`src/rtl/gpt_pkg.sv`:
```
package gpt_pkg;
    localparam int ADDR_W = 3;
    localparam int DIV_W  = 4;

    localparam logic [ADDR_W-1:0] A_CMP1   = 3'd0;
    localparam logic [ADDR_W-1:0] A_CMP2   = 3'd1;
    localparam logic [ADDR_W-1:0] A_COUNT  = 3'd2;
    localparam logic [ADDR_W-1:0] A_SETUP  = 3'd3;
    localparam logic [ADDR_W-1:0] A_RSTCTL = 3'd4;

    localparam int B_SRC    = 4;
    localparam int B_C1EN   = 5;
    localparam int B_C2EN   = 6;
    localparam int B_EV1    = 12;
    localparam int B_EV2    = 13;
    localparam int B_CLAIM  = 14;
    localparam int B_RUN    = 15;

    typedef struct packed {
        logic [DIV_W-1:0] div;
        logic             src_fast;
        logic             c1_en;
        logic             c2_en;
    } gpt_cfg_t;
endpackage

```
`src/rtl/gpt_prescaler.sv`:
```
module gpt_prescaler #(
    parameter int DIV_W = 4
) (
    input  logic             clk,
    input  logic             rst_n,
    input  logic             run,
    input  logic             restart,
    input  logic             src_tick,
    input  logic [DIV_W-1:0] div,
    output logic             tick
);
    localparam int PC_W = (1 << DIV_W) - 1;

    logic [PC_W-1:0] pc_q, pc_d, mask;

    always_comb begin
        for (int i = 0; i < PC_W; i++) begin
            mask[i] = (i < int'(div));
        end
        tick = run && src_tick && ((pc_q & mask) == mask);
        pc_d = pc_q;
        if (!run || restart) begin
            pc_d = '0;
        end else if (src_tick) begin
            pc_d = pc_q + 1'b1;
        end
    end

    always_ff @(posedge clk or negedge rst_n) begin
        if (!rst_n) pc_q <= '0;
        else        pc_q <= pc_d;
    end

    // a prescaled tick only comes from an enabled source tick
    assert_tick_gated_R5: assert property (@(posedge clk) disable iff (!rst_n)
        tick |-> (run && src_tick));
endmodule

```
`src/rtl/gpt_event_flag.sv`:
```
module gpt_event_flag #(
    parameter int CNT_W = 16
) (
    input  logic             clk,
    input  logic             rst_n,
    input  logic [CNT_W-1:0] count,
    input  logic [CNT_W-1:0] match_val,
    input  logic             arm,
    input  logic             clr,
    output logic             flag,
    output logic             rise
);
    logic flag_q, flag_d, hit;

    always_comb begin
        hit    = arm && (count == match_val);
        flag_d = hit || (flag_q && !clr);
    end

    always_ff @(posedge clk or negedge rst_n) begin
        if (!rst_n) flag_q <= 1'b0;
        else        flag_q <= flag_d;
    end

    assign flag = flag_q;
    assign rise = hit && !flag_q;

    assert_flag_sticky_R7: assert property (@(posedge clk) disable iff (!rst_n)
        (flag_q && !clr) |=> flag_q);
    assert_flag_clear_R8: assert property (@(posedge clk) disable iff (!rst_n)
        (flag_q && clr && !arm) |=> !flag_q);
endmodule

```
`src/rtl/gpt_wdog_timer.sv`:
```
module gpt_wdog_timer
    import gpt_pkg::*;
#(
    parameter int CNT_W = 16
) (
    input  logic              clk,
    input  logic              rst_n,
    input  logic              tick_32k,
    input  logic              bus_wr,
    input  logic [ADDR_W-1:0] bus_addr,
    input  logic [CNT_W-1:0]  bus_wdata,
    output logic [CNT_W-1:0]  bus_rdata,
    output logic              rst_req
);
    localparam int NCMP = 2;

    typedef struct packed {
        logic [CNT_W-1:0] cmp1;
        logic [CNT_W-1:0] cmp2;
        logic [CNT_W-1:0] count;
        gpt_cfg_t         cfg;
        logic             claimed;
        logic             run;
        logic             rst_en;
        logic             rst_req;
    } gpt_state_t;

    gpt_state_t st_q, st_d;

    logic             wr_setup, wr_count, src_tick, tick;
    logic [NCMP-1:0]  flag, rise, arm, clr;
    logic [CNT_W-1:0] cmp_val [NCMP];

    assign wr_setup = bus_wr && (bus_addr == A_SETUP);
    assign wr_count = bus_wr && (bus_addr == A_COUNT);
    assign src_tick = st_q.cfg.src_fast ? 1'b1 : tick_32k;

    gpt_prescaler #(.DIV_W(DIV_W)) u_pre (
        .clk      (clk),
        .rst_n    (rst_n),
        .run      (st_q.run),
        .restart  (wr_count),
        .src_tick (src_tick),
        .div      (st_q.cfg.div),
        .tick     (tick)
    );

    assign cmp_val[0] = st_q.cmp1;
    assign cmp_val[1] = st_q.cmp2;
    assign arm        = {st_q.cfg.c2_en, st_q.cfg.c1_en};
    assign clr        = {wr_setup && bus_wdata[B_EV2], wr_setup && bus_wdata[B_EV1]};

    for (genvar gi = 0; gi < NCMP; gi++) begin : g_cmp
        gpt_event_flag #(.CNT_W(CNT_W)) u_flag (
            .clk       (clk),
            .rst_n     (rst_n),
            .count     (st_q.count),
            .match_val (cmp_val[gi]),
            .arm       (arm[gi]),
            .clr       (clr[gi]),
            .flag      (flag[gi]),
            .rise      (rise[gi])
        );
    end

    always_comb begin
        st_d = st_q;
        if (bus_wr) begin
            case (bus_addr)
                A_CMP1:   st_d.cmp1   = bus_wdata;
                A_CMP2:   st_d.cmp2   = bus_wdata;
                A_RSTCTL: st_d.rst_en = bus_wdata[0];
                A_SETUP: begin
                    st_d.run = bus_wdata[B_RUN];
                    if (!st_q.claimed) begin
                        st_d.claimed      = 1'b1;
                        st_d.cfg.div      = bus_wdata[DIV_W-1:0];
                        st_d.cfg.src_fast = bus_wdata[B_SRC];
                        st_d.cfg.c1_en    = bus_wdata[B_C1EN];
                        st_d.cfg.c2_en    = bus_wdata[B_C2EN];
                    end
                end
                default: ;
            endcase
        end
        if (wr_count)  st_d.count = bus_wdata;
        else if (tick) st_d.count = st_q.count + 1'b1;
        st_d.rst_req = rise[1] && st_q.rst_en;
    end

    always_ff @(posedge clk or negedge rst_n) begin
        if (!rst_n) st_q <= '0;
        else        st_q <= st_d;
    end

    always_comb begin
        bus_rdata = '0;
        case (bus_addr)
            A_CMP1:   bus_rdata = st_q.cmp1;
            A_CMP2:   bus_rdata = st_q.cmp2;
            A_COUNT:  bus_rdata = st_q.count;
            A_RSTCTL: bus_rdata[0] = st_q.rst_en;
            A_SETUP: begin
                bus_rdata[DIV_W-1:0] = st_q.cfg.div;
                bus_rdata[B_SRC]     = st_q.cfg.src_fast;
                bus_rdata[B_C1EN]    = st_q.cfg.c1_en;
                bus_rdata[B_C2EN]    = st_q.cfg.c2_en;
                bus_rdata[B_EV1]     = flag[0];
                bus_rdata[B_EV2]     = flag[1];
                bus_rdata[B_CLAIM]   = st_q.claimed;
                bus_rdata[B_RUN]     = st_q.run;
            end
            default: ;
        endcase
    end

    assign rst_req = st_q.rst_req;

    assert_pulse_single_R9: assert property (@(posedge clk) disable iff (!rst_n)
        st_q.rst_req |=> !st_q.rst_req);
    assert_pulse_cause_R9: assert property (@(posedge clk) disable iff (!rst_n)
        st_q.rst_req |-> (flag[1] && $past(st_q.rst_en)));
    assert_cfg_locked_R3: assert property (@(posedge clk) disable iff (!rst_n)
        st_q.claimed |=> $stable(st_q.cfg));
    assert_count_hold_R4: assert property (@(posedge clk) disable iff (!rst_n)
        (!st_q.run && !wr_count) |=> $stable(st_q.count));
endmodule

```
`config.mk`:
```
export PLATFORM = sky130hd
export DESIGN_NAME = gpt_wdog_timer
export DESIGN_NICKNAME = d
export VERILOG_FILES = /design/src/rtl/gpt_pkg.sv /design/src/rtl/gpt_prescaler.sv /design/src/rtl/gpt_event_flag.sv /design/src/rtl/gpt_wdog_timer.sv
export SDC_FILE = /design/constraint.sdc
export NUM_CORES = 1
export LEC_CHECK = 0
export BUFFER_PORTS_ARGS = -buffer_cell sky130_fd_sc_hd__buf_2
export CORE_UTILIZATION = 52
export DETAILED_ROUTE_END_ITERATION = 7
export PLACE_DENSITY_LB_ADDON = 0.15
export RECOVER_POWER = 50
export SLEW_MARGIN = 10
export SYNTH_ARGS = -nofsm -noshare
export SYNTH_HDL_FRONTEND = slang
export SYNTH_SLANG_ARGS = --single-unit
export TNS_END_PERCENT = 50
```
`constraint.sdc`:
```
create_clock -name clk -period 4.5 [get_ports clk]
set_input_delay 0.225 -clock clk [delete_from_list [all_inputs] [get_ports clk]]
set_output_delay 0.225 -clock clk [all_outputs]
set_load 0.01 [all_outputs]
```
==> results of run 1 <==
worst paths after layout:
kind,endpoint,slack [ns]
worst max-delay path,st_q[18]$_DFFE_PN0P_,1.80
worst min-delay path,st_q[15]$_DFFE_PN0P_,0.13
worst max register to register,st_q[18]$_DFFE_PN0P_,1.80
worst min register to register,rst_req$_DFF_PN0_,0.46
max in group asynchronous,cmp_val[16]$_DFFE_PN0P_,2.98
min in group asynchronous,cmp_val[4]$_DFFE_PN0P_,0.37
tightest hold or removal path: stages:
cell and delay [ns]:
sky130_fd_sc_hd__buf_2 0.11, sky130_fd_sc_hd__nand2_1 0.05, sky130_fd_sc_hd__o21ai_0 0.06
registers in the layout (all words and copies together), names as in the netlist:
signal and count:
arm 2, cmp_val 32, g_cmp.u_flag.flag 2, rst_req 1, st_q 24, u_pre.pc_q 15
synthesized netlist by cell type, drive strengths merged, types with 13 or more instances:
| library cell | count |
|---|---|
| a21oi | 14 |
| nor2b | 15 |
| mux2 | 40 |
| nand2 | 28 |
| buf | 13 |
| nor2 | 37 |
| dfrtp | 76 |
| xnor2 | 42 |
| o21ai | 19 |
| nand4 | 13 |
| clkbuf | 21 |
| nand3 | 22 |
per-stage QoR:
stage	instances	instance area [sq um]	utilization (%)	setup slack, ns
final	560	4940	59.5	1.80
after CTS	560	4950	59.6	1.83
after global routing	560	4940	59.5	1.52
after global placement	544	4700	56.6	1.93
after detailed placement	544	4700	56.6	1.85
after floorplan	433	4500	-	2.33
cell families after synthesis:
kind of cell / after synthesis / synth area share [%]
AOI/OAI and AO/OA: 58 / 9.50
and+or+nand+nor: 144 / 16.3
xor gates and xnor gates: 52 / 10.1
muxes: 61 / 17.4
DFF: 76 / 42.2
buffers and inverters: 40 / 3.86
adders and majority gates: 2 / 0.556
final cells by class:
type,instances,area [sq um]
sequential,76,1900
tap,105,131
multi-input combinational,317,2430
clock buffer,12,155
clock inverter,4,95.1
inverter,6,22.5
fill,728,3360
timing repair buffer,40,199
layer usage:
metal	GRT usage (%)	vias to the layer above	part of all wire (%)
li1	-	1575	-
met1	35.7	1665	48
met2	37.1	68	46
met3	4.47	19	4.1
met4	11.7	0	2.1
met5	0	-	0
power by group through the flow:
stage               sequential, uW  combinational, uW  clock (uW)
floorplan                      898                507           0
global placement              1010                540           0
detailed placement            1020                544           0
CTS                           1010                549         661
global route                  1030                599         694
finish                        1010                544         648
==> results.yml, run 1 <==
timing:
  rsz0062_at_grt: "no"
  final.hold.worst_slack_ns: 0.126
  timing.final.setup_violations: 0
  setup_tns_ns: 0
  timing_worst_slew_pin_value_ns: 1.91
  final.min_clock_period_ns: 2.70
  slew-limit-headroom_pct: -27.3
  timing.fmax_ghz: 0.370
  finalHoldViolations: 0
  period_utilisation_layout_pct: 60.0
  slew_violations: 100
  worst_clock_skew_ns: 0.00884
power_and_ir_drop:
  total_switching_power_uw: 709
  ir_worst_vdd_mv: 0.209
  power.internal_uw: 1490
  power.total_uw: 2200
  combPwrFrac_pct: 24.7
  switching_share_pct: 32.2
  power.leakage_uw: 0.00199
  seqPwrFrac_pct: 45.9
  power_density_mw_per_mm2: 446
  power_frac_clock_pct: 29.4
flow_run:
  cap_violations: 2
worst_setup_path:
  worstSetupEndpointType: "flip-flop"
  worstSetupPathType: "reg2reg"
  cp.buffers_inverters: 0
  r2r_start: "st_q[10]$_DFFE_PN0P_"
  worst-endpoint-required_ns: 4.73
  critical_path.startpoint: "st_q[10]$_DFFE_PN0P_"
  cp_max_fo: 17
  worst-endpoint-arrival_ns: 2.94
  critPathSlowestCell: "sky130_fd_sc_hd__dfrtp_1"
  crit_chain: "o21bai_1 -> o22ai_1 -> a2111o_1 -> a211oi_4 -> a21oi_1 -> or3b_1"
  cp-start-kind: "flip-flop"
  worst-r2r-cell-count: 6
  critical_path_depth: 6
  timing.critical_path.slowest_cell_delay_ns: 0.64
  crit_family: "compound AO/OA/AOI/OAI gates"
detailed_routing:
  ant_nets: 0
  drt_first_pass_iters: 4
  wl_per_cell_um: 18.4
  route.detailed.vias_per_inst: 5.94
  drc: 0
  vias: 3327
  postRouteWirelength_um: 10300
  detailedRoute.firstIterationViolations: 201
grt:
  grt_pass1_vias: 3233
  antenna_found_initial: 0
  grt_use_total_pct: 25.1
  global_route_wire_length_before_repair_um: 16700
  grt_max_degree: 77
  overflow: 0
yosys:
  netlist.top_cell.by_area: "sky130_fd_sc_hd__dfrtp_1"
  yosys_register_bits: 76
  yosys.area.top_type_share_pct: 42.2
  yosysWarnings: 0
  synth.area.top_cells: "sky130_fd_sc_hd__dfrtp_1, sky130_fd_sc_hd__mux2_2, sky130_fd_sc_hd__xnor2_1"
  synth_seq_area_share_pct: 42.2
  synth-async-reset-ratio_pct: 100
  synth.cell_area_sq_mm: 0.00450
  syn_inst: 433
  syn-mean-instance-area_sq_um: 10.4
  postSynthNetCount: 458
  synth-edff-count: 0
  synth_ff_type: "sky130_fd_sc_hd__dfrtp_1"
  ys_types: 51
floorplan:
  initial_standard_cell_utilization_of_the_core_pct: 54.3
  die-area_sq_mm: 0.00904
  chipWidth_um: 95.1
  die_h_um: 95.1
  core_region_area_sq_mm: 0.00830
  pin_count: 40
  floorplan.rows: 33
cts:
  clkTransAtPathRegs_ns: 0.08
  post_cts_hold_buffer_count: 0
  cts_buffer_depth: 2
  cts-htree-levels: 3
  clock_sinks: 76
  clock-root-buffer: "sky130_fd_sc_hd__clkbuf_8"
  post-cts-setup-buffers: 0
  num_cts_buffers: 9
  clock_tree_from_tritoncts: "built"
  post_cts_resize_count: 0
  clk-insertion-delay-late_ns: 0.35
final_layout:
  layout.cells.most_common_list: "sky130_fd_sc_hd__dfrtp_1, sky130_fd_sc_hd__xnor2_1, sky130_fd_sc_hd__mux2_2"
  mostFrequentLayoutCell: "sky130_fd_sc_hd__dfrtp_1"
  drive_gt1_share_pct: 24.8
  design.final.nets: 475
  area_growth_pct: 9.70
  insertedDiodeCount: 0
placed_design:
  globalplace.congestion: 0.880
  dpl.hpwl_um: 7250
  port_buffers: 39
min_path:
  hold_path_depth: 3
  worstHoldPathType: "in2reg"
  worstHoldStart: "bus_wdata[4]"
outcome:
  failed_checks: "max-capacitance violations, max-slew violations"
  outcome: "finished with violations"
Note: power is estimated with default switching activity, not from simulation.
==> run 2, diff against run 1 <==
ABC_AREA = 1   (was unset)
clock period = 2.7 ns   (was 4.5 ns; I/O delays follow)
==> run 2 against run 1 <==
Compared with the run above:
- the flow still finishes with violations (max-capacitance violations, max-slew violations)
- total power is 66% higher
- synthesized cell count up 48%
- first-iteration DRC count rose by 52%
- combinational power grew 95%
- sequential share of layout area down 0.49 points
- register-to-register slack worse by 1.0 ns
- global-route usage up 5.6 points
- cell area increased by 1.3%
- hold slack worse by 0.11 ns
- utilization grew 0.47 points
- critical path type is now in2async
- critical endpoint is now cmp_val[21]$_DFFE_PN0P_
==> results.yml, run 2 <==
outcome:
  outcome: "finished with violations"
  failed_checks: "max-capacitance violations, max-slew violations"
final_layout:
  multi_input_area_sq_mm: 0.00220
  layout.filler_cells: 806
  layout.cells.most_common_list: "sky130_fd_sc_hd__nand2_1, sky130_fd_sc_hd__inv_1, sky130_fd_sc_hd__dfrtp_1"
  drive_gt1_share_pct: 10.0
  final_area_sq_mm: 0.00500
  area_growth_pct: 9.83
  max_reg_flops: 32
  layout.core_utilization_pct: 60.0
  mostFrequentLayoutCell: "sky130_fd_sc_hd__nand2_1"
  design.final.nets: 697
  insertedDiodeCount: 0
  ff_latch_area_sq_mm: 0.00190
cts:
  clkTransAtPathRegs_ns: 0.09
  cts-htree-levels: 3
  num_cts_buffers: 9
  clk-insertion-delay-late_ns: 0.37
  clock_sinks: 76
  clock-root-buffer: "sky130_fd_sc_hd__clkbuf_8"
  cts_buffer_depth: 2
  clock_tree_from_tritoncts: "built"
  post_cts_resize_count: 0
detailed_routing:
  ant_nets: 0
  wl_per_cell_um: 16.7
  postRouteWirelength_um: 13100
  drc: 0
  detailedRoute.firstIterationViolations: 306
  vias: 4423
  route.detailed.vias_per_inst: 5.66
  drt_first_pass_iters: 5
timing:
  worst_clock_skew_ns: 0.00997
  slew_violations: 77
  period_utilisation_layout_pct: 73.6
  final.min_clock_period_ns: 1.99
  setup_tns_ns: 0
  setup_ws_ns: 0.713
  finalHoldViolations: 0
  timing.fmax_ghz: 0.503
  slew-limit-headroom_pct: -28.0
  rsz0062_at_grt: "no"
  timing_worst_slew_pin_value_ns: 1.92
  timing.final.setup_violations: 0
grt:
  antenna_found_initial: 0
  met1_usage_pct: 39.4
  globalRouteMet3Util_pct: 5.02
  met2_usage_pct: 49.9
  globalRoute.busiestLayer: "met2"
  grt_max_degree: 77
  grt_use_total_pct: 30.7
  overflow: 0
  global_route_wire_length_before_repair_um: 20900
  grt_pass1_vias: 4206
yosys:
  yosysWarnings: 0
  yosys_register_bits: 76
  synth_seq_area_share_pct: 41.7
  synth.area.top_cells: "sky130_fd_sc_hd__dfrtp_1, sky130_fd_sc_hd__nand2_1, sky130_fd_sc_hd__o21ai_0"
  yosys.area.top_type_share_pct: 41.7
  synth-async-reset-ratio_pct: 100
  synth-edff-count: 0
  synth_ff_type: "sky130_fd_sc_hd__dfrtp_1"
  yosys.cell_count.top_type: "sky130_fd_sc_hd__nand2_1"
  ys_types: 39
  synth.cell_area_sq_mm: 0.00456
  netlist.top_cell.by_area: "sky130_fd_sc_hd__dfrtp_1"
  syn_inst: 641
  syn-mean-instance-area_sq_um: 7.11
  post_synth_most_frequent_cells: "sky130_fd_sc_hd__nand2_1, sky130_fd_sc_hd__inv_1, sky130_fd_sc_hd__dfrtp_1"
  postSynthNetCount: 666
worst_setup_path:
  worstSetupPathType: "in2async"
  cp.buffers_inverters: 2
  crit_family: "buffers and inverters"
  cp-start-kind: "input port"
  cp_max_fo: 76
  worstSetupEndpointType: "asynchronous set/reset pin"
  r2r_start: "st_q[13]$_DFFE_PN0P_"
  critical_path.startpoint: "rst_n"
  worst-endpoint-required_ns: 2.80
  critPathSlowestCell: "sky130_fd_sc_hd__clkbuf_2"
  crit_chain: "dlygate4sd3_1 -> clkbuf_2"
  timing.critical_path.slowest_cell_delay_ns: 1.35
  worst-endpoint-arrival_ns: 2.09
floorplan:
  die-area_sq_mm: 0.00914
  initial_standard_cell_utilization_of_the_core_pct: 54.6
  pin_count: 40
  core_region_area_sq_mm: 0.00834
  die_h_um: 95.6
  floorplan.rows: 33
  chipWidth_um: 95.6
power_and_ir_drop:
  power.internal_uw: 2210
  ir_worst_vdd_mv: 0.355
  power_frac_clock_pct: 25.1
  combPwrFrac_pct: 28.9
  power_density_mw_per_mm2: 732
  seqPwrFrac_pct: 46.0
  power.leakage_uw: 0.00249
  power.total_uw: 3660
  total_switching_power_uw: 1450
  switching_share_pct: 39.7
placed_design:
  dpl.hpwl_um: 9450
  globalplace.congestion: 0.900
  port_buffers: 39
  detailed_place.area_sq_mm: 0.00480
  detailedPlace.worstSlack_ns: 0.665
min_path:
  worstHoldStart: "bus_wdata[15]"
  worstHoldPathType: "in2reg"
flow_run:
  cap_violations: 1
[run 2: cell count changes in the layout (fill, tap and decap cells not counted), sizes merged, moves of 10 or more]
cell	change
o22ai	+10
mux4	-10
xnor2	-41
o21ai	+58
nand2	+151
nor2	+10
inv	+87
mux2	-40
nand3	+29
mux2i	-11
nor2b	-15
[run 2: power by group through the flow]
stage	clock (uW)	combinational, uW	sequential [uW]
after floorplan	0	866	1520
final	919	1060	1680
after global routing	965	1200	1720
after detailed placement	0	1050	1690
after global placement	0	1030	1690
after CTS	916	1050	1670
[run 2: layer usage]
layer,up-vias,part of all wire (%)
li1,2162,-
met1,2085,44
met2,142,47
met3,34,5.3
met4,0,3.1
met5,-,0
[run 2: area by class of cell]
class                           instances  share of cell area, %
Clock buffer                           11                   2.83
Clock inverter                          5                   1.20
Inverter                               93                   6.98
Multi-Input combinational cell        450                   44.0
Sequential cell                        76                   38.0
Tap cell                              105                   2.63
Timing Repair Buffer                   42                   4.35
[run 2: worst paths after layout]
check | cells past startpoint | slack, ns | to
worst max register to register | 9 | 0.80 | st_q[22]$_DFFE_PN0P_
worst min register to register | 2 | 0.50 | cmp_val[5]$_DFFE_PN0P_
min in group asynchronous | 2 | 0.82 | st_q[9]$_DFFE_PN0P_
worst max-delay path | 2 | 0.71 | cmp_val[21]$_DFFE_PN0P_
worst min-delay path | 3 | 0.02 | st_q[2]$_DFFE_PN0N_
max in group clk | 9 | 0.80 | st_q[22]$_DFFE_PN0P_
[run 2: tightest hold or removal path, cell delays in order]
cell	delay, ns
sky130_fd_sc_hd__buf_2	0.11
sky130_fd_sc_hd__nand2_1	0.05
sky130_fd_sc_hd__o21ai_0	0.06
[run 2: repair_timing]
action	4_1_cts	5_1_grt
hold buffers	1	0
endpoints found under the hold margin	76	0
setup buffers	0	0
[run 2: kinds of logic (layout without fill, tap and decap cells)]
logic type,Yosys count,after routing,share of synthesized area [%]
compound gates,138,138,17.5
flops,76,76,41.7
simple gates,299,299,28.3
xor+xnor,11,11,2.11
buf+inv,115,151,9.86
fa+ha+maj,2,2,0.549
[run 2: stage by stage]
stage / std cells / hold slack (ns)
2_1_floorplan: 641 / -0.161
3_3_place_gp: 765 / 0.347
3_5_place_dp: 765 / 0.353
4_1_cts: 782 / 0.0159
5_1_grt: 782 / 0.0406
6_report: 782 / 0.0188
==> run 3, diff against run 2 <==
clock period = 1.6 ns   (was 2.7 ns; I/O delays follow)
==> run 3 against run 2 <==
Compared with the run above:
- the flow now finishes without violations
- clock power up 77%
- register-to-register slack worse by 0.79 ns
- total power up 79%
- first-iteration DRC count up 28%
- clock-buffer cell count down 1
- clock skew down 0.0014 ns
- die area unchanged
- combinational power up 110%
==> results.yml, run 3 (same netlist as run 2, synthesis figures left out) <==
placed_design:
  detailed_place.area_sq_mm: 0.00509
  dpl.hpwl_um: 9850
  globalplace.congestion: 1.01
  port_buffers: 39
cts:
  cts-htree-levels: 3
  clock_tree_from_tritoncts: "built"
  clk-insertion-delay-late_ns: 0.36
  clock_sinks: 76
  cts_buffer_depth: 2
  clock-root-buffer: "sky130_fd_sc_hd__clkbuf_8"
  num_cts_buffers: 9
  clkTransAtPathRegs_ns: 0.08
power_and_ir_drop:
  power.leakage_uw: 0.00271
  seqPwrFrac_pct: 41.5
  power_density_mw_per_mm2: 1200
  ir_worst_vdd_mv: 0.704
  power_frac_clock_pct: 24.8
  combPwrFrac_pct: 33.7
  switching_share_pct: 37.9
  power.total_uw: 6560
  total_switching_power_uw: 2490
  power.internal_uw: 4070
timing:
  slew-limit-headroom_pct: 25.9
  rsz0062_at_grt: "yes"
  setup_tns_ns: 0
  finalHoldViolations: 0
  timing.fmax_ghz: 0.628
  timing.final.setup_violations: 0
  final.min_clock_period_ns: 1.59
  period_utilisation_layout_pct: 99.6
  slew_violations: 0
  timing_worst_slew_pin_value_ns: 1.11
  worst_clock_skew_ns: 0.00862
final_layout:
  layout.filler_cells: 770
  area_growth_pct: 19.8
  max_reg_flops: 32
  final_area_sq_mm: 0.00546
  design.final.nets: 742
  insertedDiodeCount: 0
  layout.cells.most_common_list: "sky130_fd_sc_hd__nand2_1, sky130_fd_sc_hd__inv_1, sky130_fd_sc_hd__o21ai_0"
  drive_gt1_share_pct: 18.4
  mostFrequentLayoutCell: "sky130_fd_sc_hd__nand2_1"
floorplan:
  core_region_area_sq_mm: 0.00834
  initial_standard_cell_utilization_of_the_core_pct: 54.6
  floorplan.rows: 33
  die_h_um: 95.6
  chipWidth_um: 95.6
  die-area_sq_mm: 0.00914
  pin_count: 40
worst_setup_path:
  cp.buffers_inverters: 2
  critPathSlowestCell: "sky130_fd_sc_hd__dfrtp_2"
  timing.critical_path.slowest_cell_delay_ns: 0.46
  critical-path-top-cell-by-count: "sky130_fd_sc_hd__nand2_1"
  worstSetupPathType: "reg2reg"
  worstSetupEndpointType: "flip-flop"
  crit_chain: "buf_6 -> a21oi_2 -> nand3_1 -> nand2_1 -> nand2_1 -> nand2_2 -> nand3_4 -> buf_6 -> nand3_1 -> nand2_1"
  cp_max_fo: 6
  crit_family: "simple AND/OR/NAND/NOR gates"
  worst-endpoint-arrival_ns: 1.85
  cp-start-kind: "flip-flop"
  worst-endpoint-required_ns: 1.85
min_path:
  worstHoldPathType: "in2reg"
detailed_routing:
  drt_first_pass_iters: 5
  detailedRoute.firstIterationViolations: 391
  drc: 0
  ant_nets: 0
  vias: 4672
  wl_per_cell_um: 16.3
  route.detailed.vias_per_inst: 5.65
  postRouteWirelength_um: 13500
grt:
  grt_max_degree: 42
  grt_use_total_pct: 31.6
  grt_pass1_vias: 4430
  antenna_found_initial: 0
  global_route_wire_length_before_repair_um: 21500
  overflow: 0
outcome:
  outcome: "complete, no violations"
flow_run:
  cap_violations: 0
## run 3: changes by cell type in the layout (fill, tap and decap cells not counted), moves of 6 or more
| cell | change |
|---|---|
| sky130_fd_sc_hd__buf_4 | +32 |
| sky130_fd_sc_hd__dfrtp_1 | -7 |
| sky130_fd_sc_hd__dfrtp_2 | +7 |
| sky130_fd_sc_hd__nor2_1 | -7 |
| sky130_fd_sc_hd__buf_6 | +6 |
| sky130_fd_sc_hd__nor2_2 | +6 |
## run 3: layout make-up
class                   instances  area [sq um]  area share, %
well taps                     105           131           2.41
multi-input cells             450          2260           41.4
inverters                      93           349           6.39
clock buffers                  10           128           2.34
clock inverters                 6          88.8           1.63
repair buffers                 87           592           10.8
flip-flops and latches         76          1910           35.0
## run 3: routing by layer
layer	wire, um	track usage (%)
met5	0	0
met4	591	14.8
met3	896	6.70
met2	6530	53.8
met1	5450	38.2
## run 3: worst register-to-register path: stages (launching register included)
cell and delay [ns]:
sky130_fd_sc_hd__dfrtp_2 0.46, sky130_fd_sc_hd__buf_6 0.14, sky130_fd_sc_hd__a21oi_2 0.15, sky130_fd_sc_hd__nand3_1 0.08, sky130_fd_sc_hd__nand2_1 0.07, sky130_fd_sc_hd__nand2_1 0.06
sky130_fd_sc_hd__nand2_2 0.07, sky130_fd_sc_hd__nand3_4 0.14, sky130_fd_sc_hd__buf_6 0.18, sky130_fd_sc_hd__nand3_1 0.06, sky130_fd_sc_hd__nand2_1 0.07
## run 3: path summary, 6_finish.rpt
check	startpoint	endpoint	slack [ns]	cells past startpoint
max in group asynchronous	rst_n	st_q[7]$_DFFE_PN0P_	0.24	3
hold reg to reg	cmp_val[13]$_DFFE_PN0P_	cmp_val[13]$_DFFE_PN0P_	0.49	2
setup / recovery	st_q[8]$_DFFE_PN0P_	st_q[15]$_DFFE_PN0P_	0.007	10
hold / removal	bus_wdata[7]	cmp_val[7]$_DFFE_PN0P_	0.02	3
setup reg to reg	st_q[8]$_DFFE_PN0P_	st_q[15]$_DFFE_PN0P_	0.007	10
min in group asynchronous	rst_n	u_pre.pc_q[11]$_DFFE_PN0P_	0.45	2
## run 3: power by group through the flow
| stage | combinational, uW | clock [uW] | sequential [uW] |
|---|---|---|---|
| final | 2210 | 1630 | 2720 |
| after global routing | 2480 | 1740 | 2770 |
| after CTS | 2150 | 1650 | 2700 |
| after detailed placement | 2130 | 0 | 2730 |
| after global placement | 2090 | 0 | 2720 |
| after floorplan | 1460 | 0 | 2570 |
## run 3: per-stage QoR
step                hold slack, ns  util (%)  instances  setup WS (ns)
finish                      0.0213      65.5        827        0.00696
floorplan                   -0.216         -        641          0.111
CTS                         0.0125      64.4        824       -0.00875
detailed placement         -0.0198      61.0        802       -0.00247
global route                0.0199      65.5        827         -0.114
global placement           -0.0196      61.0        802         0.0407
## run 3: timing repair
action	in CTS	in global routing
resized for setup	1	28
setup buffers	0	3
setup endpoints to repair	5	23
hold endpoints to repair	82	0
pin swaps	0	3
hold buffers	6	0
